===== config.mk =====
export PLATFORM = sky130hd
export DESIGN_NAME = irq_vector_resolver
export DESIGN_NICKNAME = d
export VERILOG_FILES = /design/src/rtl/irq_vector_resolver.sv
export SDC_FILE = /design/constraint.sdc
export NUM_CORES = 1
export LEC_CHECK = 0
export BUFFER_PORTS_ARGS = -buffer_cell sky130_fd_sc_hd__buf_2
export CAP_MARGIN = 10
export CELL_PAD_IN_SITES_DETAIL_PLACEMENT = 1
export CELL_PAD_IN_SITES_GLOBAL_PLACEMENT = 1
export CORE_MARGIN = 3
export CORE_UTILIZATION = 22
export DETAILED_ROUTE_END_ITERATION = 16
export PLACE_DENSITY_LB_ADDON = 0.1
export SYNTH_ARGS = -nofsm -noshare
export SYNTH_HDL_FRONTEND = slang
export SYNTH_SLANG_ARGS = --single-unit

===== constraint.sdc =====
create_clock -name clk -period 1 [get_ports clk]
set_input_delay 0.1 -clock clk [delete_from_list [all_inputs] [get_ports clk]]
set_output_delay 0.1 -clock clk [all_outputs]
set_load 0.02 [all_outputs]

===== src/rtl/irq_vector_resolver.sv =====
module irq_vector_resolver #(
  parameter int VEC_W  = 16,
  parameter int NUM_IC = 3,
  parameter int NUM_OC = 5
) (
  input  logic              clk,
  input  logic              rst_n,
  input  logic              mask_wr,
  input  logic              mask_wr_i,
  input  logic              mask_wr_x,
  input  logic              bad_op,
  input  logic              sw_trap,
  input  logic              nmi_n,
  input  logic              ext_irq_n,
  input  logic              rtc_flag,
  input  logic              rtc_en,
  input  logic [NUM_IC-1:0] cap_flag,
  input  logic [NUM_IC-1:0] cap_en,
  input  logic [NUM_OC-1:0] cmp_flag,
  input  logic [NUM_OC-1:0] cmp_en,
  input  logic              ovf_flag,
  input  logic              ovf_en,
  input  logic              acc_ovf_flag,
  input  logic              acc_ovf_en,
  input  logic              acc_edge_flag,
  input  logic              acc_edge_en,
  input  logic              spi_done,
  input  logic              spi_fault,
  input  logic              spi_ie,
  input  logic              uart_rx_full,
  input  logic              uart_rx_ovr,
  input  logic              uart_tx_empty,
  input  logic              uart_tx_done,
  input  logic              uart_rx_idle,
  input  logic              uart_rx_ie,
  input  logic              uart_tx_ie,
  input  logic              uart_txdone_ie,
  input  logic              uart_idle_ie,
  input  logic              uart_tx_on,
  input  logic              uart_rx_on,
  output logic              imask,
  output logic              nmask,
  output logic              req_valid,
  output logic [VEC_W-1:0]  req_vector
);

  localparam int NUM_MSK = 7 + NUM_IC + NUM_OC;
  localparam int IDX_W   = $clog2(NUM_MSK);
  localparam int CAP_LO  = 2;
  localparam int CMP_LO  = CAP_LO + NUM_IC;
  localparam int TAIL_LO = CMP_LO + NUM_OC;
  localparam logic [VEC_W-1:0] VEC_TOP   = {VEC_W{1'b1}};
  localparam logic [VEC_W-1:0] VEC_ILLOP = VEC_TOP - VEC_W'(7);
  localparam logic [VEC_W-1:0] VEC_SWI   = VEC_TOP - VEC_W'(9);
  localparam logic [VEC_W-1:0] VEC_NMI   = VEC_TOP - VEC_W'(11);
  localparam logic [VEC_W-1:0] VEC_BASE  = VEC_TOP - VEC_W'(13);

  // Mask bits: I follows writes, X may only be cleared.
  always_ff @(posedge clk or negedge rst_n) begin
    if (!rst_n) begin
      imask <= 1'b1;
      nmask <= 1'b1;
    end else if (mask_wr) begin
      imask <= mask_wr_i;
      nmask <= nmask & mask_wr_x;
    end
  end

  logic [NUM_MSK-1:0] src;
  logic spi_req, uart_req, nmi_live;

  assign nmi_live = !nmask && !nmi_n;
  assign spi_req  = (spi_done | spi_fault) & spi_ie;
  assign uart_req = ((uart_rx_full | uart_rx_ovr) & uart_rx_ie & uart_rx_on)
                  | (uart_tx_empty & uart_tx_ie & uart_tx_on)
                  | (uart_tx_done & uart_txdone_ie & uart_tx_on)
                  | (uart_rx_idle & uart_idle_ie & uart_rx_on);

  assign src[0] = !ext_irq_n;
  assign src[1] = rtc_flag & rtc_en;

  for (genvar i = 0; i < NUM_IC; i++) begin : g_cap
    assign src[CAP_LO+i] = cap_flag[i] & cap_en[i];
  end

  for (genvar i = 0; i < NUM_OC; i++) begin : g_cmp
    assign src[CMP_LO+i] = cmp_flag[i] & cmp_en[i];
  end

  assign src[TAIL_LO]   = ovf_flag & ovf_en;
  assign src[TAIL_LO+1] = acc_ovf_flag & acc_ovf_en;
  assign src[TAIL_LO+2] = acc_edge_flag & acc_edge_en;
  assign src[TAIL_LO+3] = spi_req;
  assign src[TAIL_LO+4] = uart_req;

  logic             msk_hit;
  logic [IDX_W-1:0] msk_idx;

  always_comb begin
    msk_hit = 1'b0;
    msk_idx = '0;
    for (int k = NUM_MSK - 1; k >= 0; k--) begin
      if (src[k]) begin
        msk_hit = 1'b1;
        msk_idx = IDX_W'(k);
      end
    end
  end

  logic             nxt_valid;
  logic [VEC_W-1:0] nxt_vector;

  always_comb begin
    nxt_valid  = 1'b1;
    nxt_vector = '0;
    if (bad_op)                nxt_vector = VEC_ILLOP;
    else if (sw_trap)          nxt_vector = VEC_SWI;
    else if (nmi_live)         nxt_vector = VEC_NMI;
    else if (!imask && msk_hit) nxt_vector = VEC_BASE - (VEC_W'(msk_idx) << 1);
    else                       nxt_valid  = 1'b0;
  end

  always_ff @(posedge clk or negedge rst_n) begin
    if (!rst_n) begin
      req_valid  <= 1'b0;
      req_vector <= '0;
    end else begin
      req_valid  <= nxt_valid;
      req_vector <= nxt_vector;
    end
  end


  nmask_oneway_chk: assert property (@(posedge clk) disable iff (!rst_n)
    !nmask |=> !nmask);


  imask_block_chk: assert property (@(posedge clk) disable iff (!rst_n)
    (imask && !bad_op && !sw_trap && (nmask || nmi_n)) |=> !req_valid);


  nmi_vec_chk: assert property (@(posedge clk) disable iff (!rst_n)
    (!bad_op && !sw_trap && !nmask && !nmi_n) |=> (req_valid && req_vector == VEC_NMI));


  illop_vec_chk: assert property (@(posedge clk) disable iff (!rst_n)
    bad_op |=> (req_valid && req_vector == VEC_ILLOP));


  swi_vec_chk: assert property (@(posedge clk) disable iff (!rst_n)
    (!bad_op && sw_trap) |=> (req_valid && req_vector == VEC_SWI));


  ext_irq_vec_chk: assert property (@(posedge clk) disable iff (!rst_n)
    (!bad_op && !sw_trap && (nmask || nmi_n) && !imask && !ext_irq_n)
      |=> (req_valid && req_vector == VEC_BASE));


  idle_out_chk: assert property (@(posedge clk) disable iff (!rst_n)
    (!bad_op && !sw_trap && (nmask || nmi_n) && (src == '0))
      |=> (!req_valid && req_vector == '0));

endmodule


==> out/results.tsv <==
metric	value	unit
leakage	0.000679	uW
cts_root_buf	clkbuf_4	
met1_length	929	um
whs_path_depth	2	
p_comb_share	46.4	%
end_kind	flop	
syn_nets	129	
crit_arrival	1.42	ns
slowest_delay	0.26	ns
synth_largest_area_cell	dfrtp_1	
die_area	0.00410	mm^2
synth.distinct_cells	37	
cts_sinks	8	
die_h	64.0	um
ff_latch_area	204	um^2
wl_per_cell	12.7	um
rr_worst_depth	4	
antenna_found_initial	0	
fillers	378	
yosysSeqAreaShare	27.4	%
synth-async-reset-ratio	100	%
fin_area	0.00139	mm^2
initial_core_util	23.7	%
grt_overflow	0	
track_usage	12.2	%
antennaDiodeCount	0	
p_seq_share	30.4	%
hold_viol_final	0	
wl	2570	um
synthesis.area	741	um^2
ys_seq_elements	8	
cts_tree	built	
max_cap_viol_count	0	
cp_top_family	compound AO/OA/AOI/OAI gates	
cp_cell_sequence	buf_6, a22o_4, and3b_1, a32oi_2, a21o_2, ha_4, nand2_2, o21bai_1	
rsz0062_at_grt	yes	
crit_path_start_kind	input pin	
grt_pass1_vias	904	
critPathKind	in2reg	
fmax	0.808	GHz
drt_pass1_iterations	2	
drt_iter0_drc	4	
placed_area	0.00117	mm^2
vias	921	
postRouteAntennaNets	0	
avgViaCountPerCell	4.54	
setup_ws	-0.237	ns
grt_max_degree	12	
worstPathMaxFanout	3	
layout_min_cycle_time	1.24	ns
yosysTopAreaCellShare	20.3	%
cts_max_path_buffers	2	
multiInputGateArea	505	um^2
clkPwrFrac	23.2	%
violations	negative setup slack	
synth_most_common_cell	nand2_1	
place_congestion	0.730	
synth_edf_count	0	
fin_nets	208	
dp_hpwl	2220	um
grt_pass1_wl	3990	um
io_pins	66	
p_total	1160	uW
crit_slowest_cell	ha_4	
p_per_area	830	mW/mm^2
num_rows	20	
holdWs	0.0250	ns
ys_warn_count	0	
synth_area_per_cell	9.14	um^2
ys.flop_type	dfrtp_1	
cp.buffers_inverters	1	
fin_cells	203	
ir_drop	0.540	mV
p_int	781	uW
drc	0	
clk_latency	0.25	ns
top_layer	met4	
cts_buffers	3	
hold_path.class	in2reg	
netlist_instances	81	
wl_met2	1400	um
h-tree-depth	1	
switching_power	374	uW
core	0.00313	mm^2
worstPathRequired	1.18	ns
setup_viol	15	
place.port_buffers	64	
skew	0.00339	ns
p_sw_share	32.4	%
synthToLayoutAreaGrowth	88.0	%
finalCritPeriodShare	124	%
synth_common_cells	12 x nand2_1, 11 x buf_4, 6 x dfrtp_1, 5 x inv_1, 4 x nor2_1	
placed_cells	191	
drive_above_1_share	69.8	%
outcome	finished, violations left	
wl_met3	231	um
slew_violations	0	
cp.depth	8	
clk_pin_slew	0.06	ns
synthTopCellsByArea	dfrtp_1 20%, buf_4 11%, dfstp_2 7.1%, nand2_1 6.1%, a22oi_2 5.1%	
dieWidth	64.0	um
worst paths after layout:
path                                   startpoint                      end  slack (ns)
worst max-delay path                  cmp_flag[3]  req_vector[3]$_DFF_PN0_       -0.24
worst min-delay path                      mask_wr        nmask$_DFFE_PN1P_        0.03
worst max register to register  nmask$_DFFE_PN1P_  req_vector[1]$_DFF_PN0_       -0.14
worst min register to register  nmask$_DFFE_PN1P_        nmask$_DFFE_PN1P_        0.51
max in group asynchronous                   rst_n        nmask$_DFFE_PN1P_        0.54
min in group asynchronous                   rst_n  req_vector[4]$_DFF_PN0_        0.22
area by class of cell:
cell class              count  share of cell area, %
clock buffers               4                   1.89
inverters                   5                   1.35
multi-input cells          57                   36.3
flip-flops and latches      8                   14.6
well taps                  44                   3.95
repair buffers             85                   41.9
layer usage:
layer / vias to the layer above / track usage [%]
li1: 450 / -
met3: 2 / 3.34
met5: - / 0
met1: 425 / 13.3
met2: 44 / 23.9
met4: 0 / 0.809
cells in the final DEF (no fill, tap or decap), types with 2 or more instances in the layout:
master and n:
buf_2 50, buf_6 18, buf_4 16, nand2_1 11, a22oi_2 5, inv_1 5, dfrtp_1 5, nand3_1 3
o21ai_1 3, clkbuf_4 3, o211ai_1 2, nor2_1 2, nor2_2 2, and3b_1 2, dfstp_2 2
power by group through the flow:
stage,logic (uW),clock network (uW),registers (uW)
after global placement,445,0,355
after CTS,491,278,352
final,536,269,352
after global routing,582,303,354
after detailed placement,457,0,356
after floorplan,218,0,379
cells by family after synthesis:
family,after synthesis,share of synthesized area (%)
buf+inv,16,13.7
fa+ha+maj,1,1.69
other cells,1,0.506
simple gates,27,21.1
xor+xnor,1,1.18
flops,8,27.4
compound gates,27,34.5
repair_timing:
action | CTS | global route
resized for setup | 10 | 28
endpoints found under the hold margin | 8 | 0
cloned | 0 | 0
buffers inserted | 3 | 4
pin swaps | 9 | 6
setup endpoints to repair | 19 | 19
hold buffers | 1 | 0
registers in the layout, indices dropped and copies added, names as in the netlist:
signal,cells
nmask,1
imask,1
req_vector,6
per-stage QoR:
stage                     TNS [ns]  worst slack (ns)  util (%)
after CTS                    -1.15            -0.237      40.2
final                        -1.39            -0.237      44.5
after global placement       -2.48            -0.490      37.3
after global routing         -2.21            -0.291      44.5
after floorplan              -1.34            -0.321         -
after detailed placement     -2.65            -0.522      37.3
(Power assumes the default switching activity.)
